--- src/rtl/vic_pkg.sv ---
package vic_pkg;
  localparam int NSRC   = 9;
  localparam int VEC_W  = 10;
  localparam int DATA_W = 8;

  typedef enum logic [3:0] {
    SRC_PIN  = 4'd0,
    SRC_TMR0 = 4'd1,
    SRC_ADC  = 4'd2,
    SRC_CMP  = 4'd3,
    SRC_HI   = 4'd4,
    SRC_LO   = 4'd5,
    SRC_TMRA = 4'd6,
    SRC_TMRB = 4'd7,
    SRC_TMRC = 4'd8
  } src_e;

  // Slot 0 sits at 3; every later slot k sits at 6 + 3k.
  function automatic logic [VEC_W-1:0] vec_of(input int unsigned idx);
    if (idx == 0) return VEC_W'(3);
    return VEC_W'(6 + 3 * idx);
  endfunction
endpackage

--- src/rtl/vic_flags.sv ---
module vic_flags #(
  parameter int N = 9
) (
  input  logic         clk,
  input  logic         rst_n,
  input  logic [N-1:0] set_i,
  input  logic [N-1:0] clr_i,
  output logic [N-1:0] flags_o
);
  logic [N-1:0] flags_q, flags_d;

  always_comb begin
    flags_d = flags_q;
    for (int i = 0; i < N; i++) begin
      if (set_i[i])      flags_d[i] = 1'b1;
      else if (clr_i[i]) flags_d[i] = 1'b0;
    end
  end

  always_ff @(posedge clk or negedge rst_n) begin
    if (!rst_n) flags_q <= '0;
    else        flags_q <= flags_d;
  end

  assign flags_o = flags_q;
endmodule

--- src/rtl/vic_arbiter.sv ---
module vic_arbiter #(
  parameter int N     = 9,
  parameter int VEC_W = 10
) (
  input  logic [N-1:0]     pend_i,
  output logic             any_o,
  output logic [VEC_W-1:0] vec_o
);
  import vic_pkg::*;

  always_comb begin
    any_o = |pend_i;
    vec_o = '0;
    for (int i = N - 1; i >= 0; i--) begin
      if (pend_i[i]) vec_o = vec_of(i);
    end
  end
endmodule

--- src/rtl/vic_shadow.sv ---
module vic_shadow #(
  parameter int W = 8
) (
  input  logic         clk,
  input  logic         rst_n,
  input  logic         cap_i,
  input  logic [W-1:0] acc_i,
  input  logic [W-1:0] stat_i,
  input  logic [W-1:0] sel_i,
  output logic [W-1:0] acc_o,
  output logic [W-1:0] stat_o,
  output logic [W-1:0] sel_o
);
  logic [W-1:0] acc_q, stat_q, sel_q;

  always_ff @(posedge clk or negedge rst_n) begin
    if (!rst_n) begin
      acc_q  <= '0;
      stat_q <= '0;
      sel_q  <= '0;
    end else if (cap_i) begin
      acc_q  <= acc_i;
      stat_q <= stat_i;
      sel_q  <= sel_i;
    end
  end

  assign acc_o  = acc_q;
  assign stat_o = stat_q;
  assign sel_o  = sel_q;
endmodule

--- src/rtl/vic_top.sv ---
module vic_top #(
  parameter int NSRC   = vic_pkg::NSRC,
  parameter int VEC_W  = vic_pkg::VEC_W,
  parameter int DATA_W = vic_pkg::DATA_W
) (
  input  logic              clk,
  input  logic              rst_n,
  input  logic [NSRC-1:0]   irq_req,
  input  logic              instr_boundary,
  input  logic              op_eni,
  input  logic              op_disi,
  input  logic              op_reti,
  input  logic [NSRC-1:0]   flag_clr,
  input  logic              mask_wr,
  input  logic [NSRC-1:0]   mask_data,
  input  logic [DATA_W-1:0] acc_live,
  input  logic [DATA_W-1:0] stat_live,
  input  logic [DATA_W-1:0] sel_live,
  output logic              take,
  output logic [VEC_W-1:0]  vec_addr,
  output logic [DATA_W-1:0] rest_acc,
  output logic [DATA_W-1:0] rest_stat,
  output logic [DATA_W-1:0] rest_sel,
  output logic [NSRC-1:0]   flag_rd
);
  logic [NSRC-1:0] flag_q;
  logic [NSRC-1:0] mask_q;
  logic [NSRC-1:0] pend;
  logic            gie_q, gie_d;
  logic            any_pend;

  vic_flags #(.N(NSRC)) u_flags (
    .clk    (clk),
    .rst_n  (rst_n),
    .set_i  (irq_req),
    .clr_i  (flag_clr),
    .flags_o(flag_q)
  );

  always_ff @(posedge clk or negedge rst_n) begin
    if (!rst_n)       mask_q <= '0;
    else if (mask_wr) mask_q <= mask_data;
  end

  assign pend    = flag_q & mask_q;
  assign flag_rd = pend;

  vic_arbiter #(.N(NSRC), .VEC_W(VEC_W)) u_arb (
    .pend_i(pend),
    .any_o (any_pend),
    .vec_o (vec_addr)
  );

  assign take = gie_q & instr_boundary & any_pend;

  always_comb begin
    gie_d = gie_q;
    if (take)                   gie_d = 1'b0;
    else if (op_disi)           gie_d = 1'b0;
    else if (op_eni || op_reti) gie_d = 1'b1;
  end

  always_ff @(posedge clk or negedge rst_n) begin
    if (!rst_n) gie_q <= 1'b0;
    else        gie_q <= gie_d;
  end

  vic_shadow #(.W(DATA_W)) u_shadow (
    .clk   (clk),
    .rst_n (rst_n),
    .cap_i (take),
    .acc_i (acc_live),
    .stat_i(stat_live),
    .sel_i (sel_live),
    .acc_o (rest_acc),
    .stat_o(rest_stat),
    .sel_o (rest_sel)
  );
endmodule

--- config.mk ---
export PLATFORM = sky130hd
export DESIGN_NAME = vic_top
export DESIGN_NICKNAME = d
export VERILOG_FILES = /design/src/rtl/vic_pkg.sv /design/src/rtl/vic_flags.sv /design/src/rtl/vic_arbiter.sv /design/src/rtl/vic_shadow.sv /design/src/rtl/vic_top.sv
export SDC_FILE = /design/constraint.sdc
export NUM_CORES = 1
export LEC_CHECK = 0
export BUFFER_PORTS_ARGS = -buffer_cell sky130_fd_sc_hd__buf_4
export CORE_ASPECT_RATIO = 1.5
export CORE_MARGIN = 2
export CORE_UTILIZATION = 46
export CTS_BUF_LIST = sky130_fd_sc_hd__clkbuf_2 sky130_fd_sc_hd__clkbuf_4 sky130_fd_sc_hd__clkbuf_8
export DETAILED_ROUTE_END_ITERATION = 8
export PLACE_DENSITY = 0.86
export SETUP_SLACK_MARGIN = 0.05
export SLEW_MARGIN = 25
export SYNTH_ARGS = -nofsm -noshare
export SYNTH_HDL_FRONTEND = slang
export SYNTH_SLANG_ARGS = --single-unit
--- constraint.sdc ---
create_clock -name clk -period 2.4 [get_ports clk]
set_input_delay 0.48 -clock clk [delete_from_list [all_inputs] [get_ports clk]]
set_output_delay 0.48 -clock clk [all_outputs]
set_load 0.05 [all_outputs]
After elaboration in Yosys (flattened, before gate mapping)

Cells that the tools add are included.

Flip-flop bits (word level): 43
Input bits: 58
Output and inout port bits: 44
Logic and storage cells: 61

Mux-type cells: 32
Bitwise logic cells: 3
Reductions and logical operators: 12

Operators with widths:

| operator           | count |
|---|---|
| 5-bit 2-to-1 mux   | 8 |
| 1-bit 2-to-1 mux   | 22 |
| 2-bit nonzero test | 9 |
| 10-bit 2-to-1 mux  | 1 |
| 9-bit bitwise AND  | 1 |
| 9-bit OR reduction | 1 |
| 3-bit 2-to-1 mux   | 1 |
| 3-bit nonzero test | 1 |
| 1-bit bitwise AND  | 2 |
| 1-bit logical OR   | 1 |

Depth between registers and ports, before layout

Gate-level depths: netlist of run 1.

Depth in word-level cells: 10
Depth in mapped cells: 6

Cells and area by module

Synthesis of run 1 repeated with hierarchy kept, for this count alone.

Cells, all modules: 139
Area total of the unflattened synthesis: 1965.6 µm²

Modules (own cells, without submodules):

| module      | times used | cells an instance | area an instance (µm²) | seq. area each (µm²) |
|---|---|---|---|---|
| vic_shadow  | 1          | 51                | 997.2                  | 600.6 |
| vic_top     | 1          | 32                | 469.2                  | 250.2 |
| vic_flags   | 1          | 27                | 326.6                  | 225.2 |
| vic_arbiter | 1          | 29                | 172.7                  | 0.0 |

Worst setup path after synthesis of run 1

Ideal clock, no wire load.

Path type: reg2out
Start: register u_flags.flags_q[0], in the netlist u_flags.flags_o[0]
End: output port vec_addr[2]
Arrival: 2.254 ns
Data required time: 1.920 ns
Slack: -0.334 ns
Cell stages (with the launch flop): 4
Cell sequence: dfrtp_1 -> and2_1 -> a21oi_1 -> a21boi_0

Longest elaborated chain between the ends: 2

RTL lines:

| item                     | line              | text |
|---|---|---|
| start: declaration       | vic_flags.sv:10   | `logic [N-1:0] flags_q, flags_d;` |
| start signal: assignment | vic_flags.sv:22   | `else flags_q <= flags_d;` |
| 9-bit bitwise AND        | vic_top.sv:45     | `assign pend = flag_q & mask_q;` |
| via flag_rd[0]           | vic_top.sv:24     | `output logic [NSRC-1:0] flag_rd` |
| 10-bit 2-to-1 mux        | vic_arbiter.sv:15 | `if (pend_i[i]) vec_o = vec_of(i);` |
| end: declaration         | vic_top.sv:20     | `output logic [VEC_W-1:0] vec_addr,` |

The timed path passes the listed nets, and every way through them passes these cells.

Worst setup path in the final report of run 1

Start: register u_flags.flags_q[0], in the netlist u_flags.flags_o[0]
End: output port vec_addr[4]

Longest elaborated chain between the ends: 2

RTL lines:

| item              | line |
|---|---|
| 9-bit bitwise AND | vic_top.sv:45 |
| 10-bit 2-to-1 mux | vic_arbiter.sv:15 |

No other way between the ends.

==> parameters.txt, run 1 <==
Parameter                              Value

Status
  Outcome    complete, no violations

Critical path
  Maximum fanout along the worst path    4
  Critical Path AT    1.71 ns
  Critical path data required time    approximately 1.9 ns
  Worst-case reg-to-reg path depth    5
  Register-to-Register Setup Slack    0.62 ns
  Crit path kind    register to primary output
  Kind of end point of the critical path    primary output
  R2R Path End    u_shadow.sel_o[4]
  Worst r2r src    u_flags.flags_o[7]
  Type of origin of the critical path    register

STA
  Tmin final    2.19 ns
  Post-route clock skew    0.0104 ns
  Unrepaired setup endpoints after global routing    no
  Total count of hold-check failures in the final report    0
  Upper clock frequency limit    about 460 MHz
  Slew Viols, Final    0
  Total negative setup slack    0 ns
  Max-slew headroom at the worst pin    between 60 and 70%
  Part of the cycle the worst path needs    91.2%
  Count of endpoints failing setup in the final report    0
  Slew at the pin closest to its max-slew limit    0.541 ns

Yosys
  Sequential area share after synthesis    57.0%
  Leading cell types by total area after synthesis    dfrtp_1 (57%), mux2_4 (14%), mux2_2 (9.0%)
  Async SR Flop Fraction    100%
  Area of the mapped netlist    1890 um2
  Most common cell in the synthesized netlist    dfrtp_1
  Yosys Warn Count    0
  Number of enable-type register cells in the synthesized netlist    0
  Cell taking the most area after synthesis    dfrtp_1
  Post-Syn Area per Cell    13.6 um2
  Post-synthesis register bit count    43
  Post-synth cell types    24
  Most common library cells after synthesis    dfrtp_1 (43), mux2_4 (18), inv_1 (15), mux2_2 (15)
  Top FF cell, synth    dfrtp_1
  Post-Syn Instances    139
  Share of the synthesized area in the top cell type    57.0%

Clock network
  CTS Sinks    43
  Clk Latency, worst-skew pair    0.29 ns
  Total CTS buffers    5
  H-tree depth    2
  Post-cts gate resize count    0
  Library cell used as clock root buffer    clkbuf_8
  Buffers from clock root to sink, at most    2
  Clock-pin slew of the registers on the worst-case setup and hold paths    0.09 ns
  Number of buffers added to fix hold violations after cts    0
  Post-CTS Setup Repair Bufs    0
  Clock tree from TritonCTS    yes

GRT
  Final global-route overflow total    0
  Number of global-route vias before repair    roughly 1,500
  Global-route wire length before repair    approximately 6.7 mm
  Antenna violations before repair    0
  Global-route usage over all layers    19.2%
  Largest net degree at the start of global routing    44

Floorplanning
  Die area    4640 um2
  Initial cell density of the core    between 40% and 50%
  Row Count    28
  Core outline area    a little under 4000 um2
  Die Y    82.4 um
  Width of the die    56.3 um
  # IOs    102

Cells and area
  Number of fill cells    307
  Number of antenna diodes    0
  Synth-to-Final Area Change    46.6%
  Fraction of layout cells with a size suffix above 1    58.1%
  Area of the multi-input gates    706 um2
  Net count, final    298
  Sequential standard cell area    roughly 1100 um2

Route
  Iter 0 DRT Violations    28
  Via-per-instance ratio    between 5 and 6
  Wire per inst    about 15 um
  Number of optimization iterations in the first detailed-route pass    4
  Wirelength, routed    4.37 mm
  Count of vias placed by the detailed router    1,447
  Count of unresolved DRC violations after routing    0
  Remaining antenna violation count after routing    0

Placed design
  Number of buffer cells added on primary ports    96
  Dpl hpwl    3.41 mm
  Final estimated routing congestion in global placement    0.781

Job
  Count of max-cap constraint violations    0

Power
  Leak    0.00145 uW
  Power density cells    942 nW/um2
  Max rail drop VDD    between 0.5 and 0.6 mV
  Sw Pwr    965 uW
  Combinational share of power    39.4%
  Sw frac    37.0%
  Total Power Consumption    2610 uW
  Internal power component    around 1600 uW
  Fraction of power consumed by sequential logic    35.3%
  Share of total power in the clock network    approximately a quarter

Worst hold path
  Class of the worst hold path    input port to asynchronous set/reset pin
state kept, by name (all words and copies together), names as in the netlist:
signal and count:
gie_q 1, mask_q 9, u_flags.flags_o 9, u_shadow.acc_o 8, u_shadow.sel_o 8, u_shadow.stat_o 8
layout by cell type, fill, tap and decap left out, types with 2 or more instances in the layout:
master,Yosys,routed
and2_1,3,3
mux2_2,15,15
a21oi_1,2,2
bufinv_16,0,2
mux2_4,18,18
nor2_1,2,2
a21o_1,9,9
inv_1,15,15
buf_4,5,98
clkbuf_8,0,5
nand2_1,9,9
dfrtp_1,43,43
o21ai_0,3,2
conb_1,1,5
nor3_1,2,2
power groups by stage:
stage	logic, uW	clock network [uW]	registers, uW
after floorplan	362	0	1260
after CTS	1040	679	919
after global placement	1020	0	921
after detailed placement	1030	0	932
after global routing	1070	709	936
final	1030	660	919
worst max path at each step:
stage                                  start          end  slack [ns]  cells past startpoint
after floorplan           u_flags.flags_o[0]  vec_addr[2]        0.02                      3
after global placement    u_flags.flags_o[0]  vec_addr[4]        0.60                      5
after detailed placement  u_flags.flags_o[0]  vec_addr[4]        0.54                      5
after CTS                 u_flags.flags_o[0]  vec_addr[4]        0.20                      5
after global routing      u_flags.flags_o[4]  vec_addr[1]         0.1                      5
final                     u_flags.flags_o[0]  vec_addr[4]        0.21                      5
cell families after synthesis:
| group | share of synthesized area, % |
|---|---|
| flip-flops | 57.0 |
| buffers and inverters | 6.37 |
| other | 0.199 |
| multiplexers | 23.3 |
| AO/OA/AOI/OAI | 8.55 |
| AND/OR/NAND/NOR | 4.58 |
stage by stage:
| step | utilization, % | cell area [um2] | hold WS [ns] | instances | setup slack (ns) |
|---|---|---|---|---|---|
| finish | 69.9 | 2770 | 0.160 | 286 | 0.210 |
| global route | 69.9 | 2770 | 0.201 | 286 | 0.0970 |
| CTS | 69.9 | 2770 | 0.173 | 286 | 0.199 |
| detailed placement | 66.4 | 2630 | 0.465 | 278 | 0.540 |
| global placement | 66.4 | 2630 | 0.451 | 278 | 0.601 |
| floorplan | - | 1900 | 0.184 | 143 | 0.0195 |
final cells by class:
class	count	area share, %
multi-input cells	77	25.5
flip-flops and latches	43	38.9
repair buffers	98	26.6
clock inverters	3	2.44
well taps	45	2.04
inverters	15	2.04
clock buffers	5	2.49
worst max-delay path: stages (launching register included):
cell and delay [ns]:
dfrtp_1 0.39, and2_1 0.21, a21oi_1 0.33, nand2_1 0.10, nor2_1 0.17, buf_4 0.22
metal layers:
metal	wire, um	GRT usage (%)	up-vias
li1	-	-	664
met3	360	6.70	9
met5	0	0	-
met1	1520	20.3	691
met2	2420	35.4	83
met4	75	6.67	0
No activity file was read; power rests on OpenSTA's default activity.
==> run 2, diff against run 1 <==
- CORE_ASPECT_RATIO: 1.5 -> 0.6
- CTS_CLUSTER_DIAMETER: unset -> 80
==> parameters.txt, run 2 (synthesis gave the netlist of run 1 again) <==
Parameter                              Value

Status
  Outcome    complete, no violations

Worst hold path
  Class of the worst hold path    input port to asynchronous set/reset pin

Critical path
  Critical Path AT    1.66 ns (-0.05 ns)
  Critical path data required time    1.92 ns (about the same)
  Maximum fanout along the worst path    4 (unchanged)
  Type of origin of the critical path    register
  Kind of end point of the critical path    primary output
  Crit path kind    register to primary output

STA
  Count of endpoints failing setup in the final report    0 (unchanged)
  Tmin final    2.14 ns (-0.0465 ns)
  Post-route clock skew    0.00841 ns (-0.00194 ns)
  Total negative setup slack    0 ns (unchanged)
  Total count of hold-check failures in the final report    0 (unchanged)
  Unrepaired setup endpoints after global routing    no
  Slew Viols, Final    0 (unchanged)
  Part of the cycle the worst path needs    89.3% (-1.9 points)
  Slew at the pin closest to its max-slew limit    0.524 ns (-0.0168 ns)
  Max-slew headroom at the worst pin    65.1% (+1.1 points)
  Upper clock frequency limit    467 MHz (+2.2%)

Cells and area
  Fraction of the core area covered by cells at the end of the flow    71.7% (+1.9 points)
  Number of antenna diodes    0 (unchanged)
  Synth-to-Final Area Change    44.8%
  Fraction of layout cells with a size suffix above 1    57.7% (-0.35 points)
  Top library cells by usage in the layout, fill and taps aside    buf_4 (97), dfrtp_1 (43), mux2_4 (18)
  Most common cell after layout, fill and taps aside    buf_4
  Final Instance Count excl. Fillers    286 (unchanged)
  Net count, final    297 (-0.34%)

Floorplanning
  # IOs    102 (unchanged)
  Initial cell density of the core    49.6% (+1.9 points)
  Row Count    17 (-39%)
  Die area    4650 um2 (+0.14%)
  Core outline area    3810 um2 (-3.8%)
  Die Y    53.6 um (-35%)
  Width of the die    86.7 um (+54%)

Placed design
  Post-Place Cells    279 (+0.36%)
  Dpl hpwl    3.37 mm (-1.2%)
  Number of buffer cells added on primary ports    96 (unchanged)
  Final estimated routing congestion in global placement    0.764 (-2.3%)

Route
  Iter 0 DRT Violations    40 (+43%)
  Number of optimization iterations in the first detailed-route pass    4 (unchanged)
  Wire per inst    15.2 um (-0.85%)
  Wirelength, routed    4.34 mm (-0.85%)
  Count of vias placed by the detailed router    1,360 (-6.0%)
  Via-per-instance ratio    4.76 (-6.0%)
  Remaining antenna violation count after routing    0 (unchanged)
  Count of unresolved DRC violations after routing    0 (unchanged)

Power
  Power density cells    909 nW/um2 (-3.5%)
  Sw Pwr    942 uW (-2.4%)
  Sw frac    37.9% (+0.91 points)
  Fraction of power consumed by sequential logic    37.0% (+1.7 points)
  Share of total power in the clock network    21.8% (-3.5 points)
  Total Power Consumption    2480 uW (-4.7%)
  Leak    0.00143 uW (-1.0%)
  Combinational share of power    41.2% (+1.8 points)
  Max rail drop VDD    0.472 mV (-21%)
  Internal power component    1540 uW (-6.1%)

GRT
  Final global-route overflow total    0 (unchanged)
  Global-route wire length before repair    6.52 mm (-3.3%)
  Largest net degree at the start of global routing    44 (unchanged)
  Global-route usage over all layers    19.2% (about the same)
  Antenna violations before repair    0 (unchanged)
  Number of global-route vias before repair    1,323 (-8.9%)

Clock network
  Clk Latency, worst-skew pair    0.29 ns (about the same)
  CTS Sinks    43 (unchanged)
  Total CTS buffers    5 (unchanged)
  Number of buffers added to fix hold violations after cts    0 (unchanged)
  H-tree depth    2 (unchanged)
  Post-CTS Setup Repair Bufs    0 (unchanged)
  Library cell used as clock root buffer    clkbuf_8
  Post-cts gate resize count    0 (unchanged)
  Clock-pin slew of the registers on the worst-case setup and hold paths    0.08 ns (about the same)
  Clock tree from TritonCTS    yes
  Buffers from clock root to sink, at most    2 (unchanged)

Job
  Count of max-cap constraint violations    0 (unchanged)
## run 2: cell count changes in the layout (fill, tap and decap cells not counted)
| cell | delta |
|---|---|
| buf_4 | -1 |
| bufinv_16 | -1 |
| clkbuf_4 | +1 |
| clkinvlp_4 | -1 |
## run 2: metrics by stage
stage | area (um2) | setup WS, ns | hold slack [ns]
after detailed placement | 2630 | 0.526 | 0.460
after global placement | 2630 | 0.560 | 0.457
after CTS | 2730 | 0.252 | 0.173
after floorplan | 1900 | 0.0195 | 0.184
final | 2730 | 0.257 | 0.159
after global routing | 2730 | 0.205 | 0.199
## run 2: metal layers
layer  up-vias  GRT usage [%]  routed length [um]
met5         -              0                   0
met3         4           6.13                 270
met4         0           7.03                  64
met1       653           25.1                1910
met2        46           30.5                2090
li1        657              -                   -
## run 2: final cells by class
type	count	area (um2)
flip-flops and latches	43	1080
fillers	260	1080
repair buffers	97	728
multi-input cells	77	706
clock buffers	6	76.3
well taps	47	58.8
inverters	15	56.3
clock inverters	1	30.0
## run 2: worst max-delay path, cell delays in order, from the launching register on
cell	delay (ns)
dfrtp_1	0.37
and2_1	0.20
a21oi_1	0.36
a21boi_1	0.22
buf_4	0.22
## run 2: power groups by stage
stage	sequential (uW)	clock, uW	combinational [uW]
floorplan	1260	0	362
global placement	926	0	1020
detailed placement	932	0	1030
CTS	919	556	1030
global route	932	579	1070
finish	920	540	1020
## run 2: path summary, 6_finish.rpt
check	startpoint	endpoint	slack [ns]	depth (start not counted)
setup reg to reg	u_flags.flags_o[7]	u_shadow.acc_o[4]	0.52	5
hold / removal	rst_n	u_shadow.sel_o[6]	0.16	1
setup / recovery	u_flags.flags_o[0]	vec_addr[2]	0.26	4
min in group clk	op_disi	gie_q	0.33	2
hold reg to reg	u_flags.flags_o[0]	u_flags.flags_o[0]	0.47	1
max in group asynchronous	rst_n	u_flags.flags_o[7]	1.88	1
==> run 3, diff against run 2 <==
- CELL_PAD_IN_SITES_DETAIL_PLACEMENT: unset -> 1
- CELL_PAD_IN_SITES_GLOBAL_PLACEMENT: unset -> 1
- CORE_UTILIZATION: 46 -> 35
==> parameters.txt, run 3 (synthesis gave the netlist of run 1 again) <==
Parameter                              Value

Cells and area
  Number of antenna diodes    0 (unchanged)
  Top library cells by usage in the layout, fill and taps aside    buf_4 (96), dfrtp_1 (43), mux2_4 (18)
  Most common cell after layout, fill and taps aside    buf_4
  Fraction of layout cells with a size suffix above 1    57.7% (unchanged)
  Net count, final    297 (unchanged)
  Number of fill cells    566 (+120%)
  Fin area    2770 um2 (+1.3%)
  Fraction of the core area covered by cells at the end of the flow    54.0% (-18 points)
  Synth-to-Final Area Change    46.7%

Placed design
  Dpl cell area    2660 um2 (+1.4%)
  Number of buffer cells added on primary ports    96 (unchanged)
  Worst-case setup slack after placement    0.530 ns (+0.00440 ns)
  Dpl hpwl    3.82 mm (+13%)
  Final estimated routing congestion in global placement    0.714 (-6.4%)

STA
  Max-slew headroom at the worst pin    64.0% (-1.1 points)
  Tmin final    2.21 ns (+0.0684 ns)
  Total negative setup slack    0 ns (unchanged)
  Slew at the pin closest to its max-slew limit    0.540 ns (+0.0158 ns)
  Total count of hold-check failures in the final report    0 (unchanged)
  Unrepaired setup endpoints after global routing    no
  Count of endpoints failing setup in the final report    0 (unchanged)
  Part of the cycle the worst path needs    92.2% (+2.8 points)
  Slew Viols, Final    0 (unchanged)
  Upper clock frequency limit    452 MHz (-3.1%)
  Final setup margin    0.188 ns (-0.0684 ns)
  Post-route clock skew    0.00398 ns (-0.00443 ns)

GRT
  Number of global-route vias before repair    1,474 (+11%)
  Largest net degree at the start of global routing    44 (unchanged)
  Global-route wire length before repair    7.42 mm (+14%)
  Global-route usage over all layers    16.2% (-2.9 points)
  Final global-route overflow total    0 (unchanged)
  Antenna violations before repair    0 (unchanged)

Clock network
  Clock-pin slew of the registers on the worst-case setup and hold paths    0.08 ns (about the same)
  Total CTS buffers    5 (unchanged)
  Post-CTS Setup Repair Bufs    0 (unchanged)
  Post-cts gate resize count    0 (unchanged)
  Library cell used as clock root buffer    clkbuf_8
  Clock tree from TritonCTS    yes
  H-tree depth    2 (unchanged)
  CTS Sinks    43 (unchanged)
  Number of buffers added to fix hold violations after cts    0 (unchanged)
  Buffers from clock root to sink, at most    2 (unchanged)
  Clk Latency, worst-skew pair    0.28 ns (about the same)

Critical path
  Critical path data required time    1.92 ns (about the same)
  Kind of end point of the critical path    primary output
  Max stage delay cell, worst path    dfrtp_1
  Crit-path max cell delay    0.38 ns (about the same)
  Worst path cell trace    and2_1 -> a21oi_1 -> a21boi_1 -> buf_4
  Critical Path AT    1.73 ns (+0.07 ns)
  Crit path kind    register to primary output
  Type of origin of the critical path    register
  Maximum fanout along the worst path    4 (unchanged)

Route
  Number of optimization iterations in the first detailed-route pass    4 (unchanged)
  Remaining antenna violation count after routing    0 (unchanged)
  Count of unresolved DRC violations after routing    0 (unchanged)
  Via-per-instance ratio    4.64 (-2.4%)
  Wire per inst    15.8 um (+3.9%)
  Wirelength, routed    4.81 mm (+11%)
  Iter 0 DRT Violations    30 (-25%)
  Count of vias placed by the detailed router    1,415 (+4.0%)

Floorplanning
  Row Count    20 (+3)
  Width of the die    98.8 um (+14%)
  # IOs    102 (unchanged)
  Initial cell density of the core    36.8% (-13 points)
  Die area    6010 um2 (+29%)
  Core outline area    5130 um2 (+35%)
  Die Y    60.9 um (+14%)

Power
  Max rail drop VDD    0.355 mV (-25%)
  Share of total power in the clock network    21.8% (about the same)
  Combinational share of power    41.2% (about the same)
  Sw Pwr    949 uW (+0.74%)
  Power density cells    901 nW/um2 (-0.92%)
  Sw frac    38.1% (+0.13 points)
  Internal power component    1540 uW (+0.18%)
  Fraction of power consumed by sequential logic    37.0% (about the same)
  Leak    0.00144 uW (+0.23%)

Status
  Outcome    complete, no violations

Job
  Count of max-cap constraint violations    0 (unchanged)

Worst hold path
  Class of the worst hold path    input port to asynchronous set/reset pin
==> run 3: cell counts in the layout (fill, tap and decap cells not counted) <==
No cell type changed its count.
==> run 3: critical path: cells and delay by family (launching register included) <==
family	cells	cell delay, ns
compound gates	2	0.63
buf+inv	1	0.23
flops	1	0.38
simple gates	1	0.20
==> run 3: layout make-up <==
class	instances	area, um2	area share (%)
well taps	66	82.6	2.98
flip-flops and latches	43	1080	38.9
clock buffers	6	76.3	2.76
inverters	15	56.3	2.03
repair buffers	97	741	26.8
multi-input cells	77	706	25.5
clock inverters	1	30.0	1.08
==> run 3: through the flow <==
stage	cells	hold slack, ns	power (uW)
after CTS	305	0.191	2520
final	305	0.174	2490
after global routing	305	0.204	2610
after detailed placement	298	0.475	1970
after floorplan	143	0.184	1620
after global placement	298	0.455	1940
==> run 3: final timing paths <==
path	startpoint	endpoint	slack, ns	cells after the start
worst max-delay path	u_flags.flags_o[0]	vec_addr[2]	0.19	4
min in group clk	op_disi	gie_q	0.34	2
worst max register to register	u_flags.flags_o[6]	u_shadow.acc_o[6]	0.63	5
worst min-delay path	rst_n	u_shadow.acc_o[5]	0.17	1
worst min register to register	u_flags.flags_o[3]	u_flags.flags_o[3]	0.49	1
max in group asynchronous	rst_n	mask_q[5]	1.85	1
==> run 3: metal layers <==
metal	vias to the layer above	global-route usage (%)	wire [um]
met2	65	25.9	2240
met1	691	21.8	2110
met4	0	3.13	10
met5	-	0	0
li1	657	-	-
met3	2	6.11	439
==> run 3: power groups by stage <==
stage / Clock, uW / Sequential (uW) / Combinational, uW
global route: 594 / 937 / 1070
finish: 544 / 921 / 1030
detailed placement: 0 / 935 / 1040
global placement: 0 / 924 / 1020
CTS: 560 / 923 / 1040
floorplan: 0 / 1260 / 362
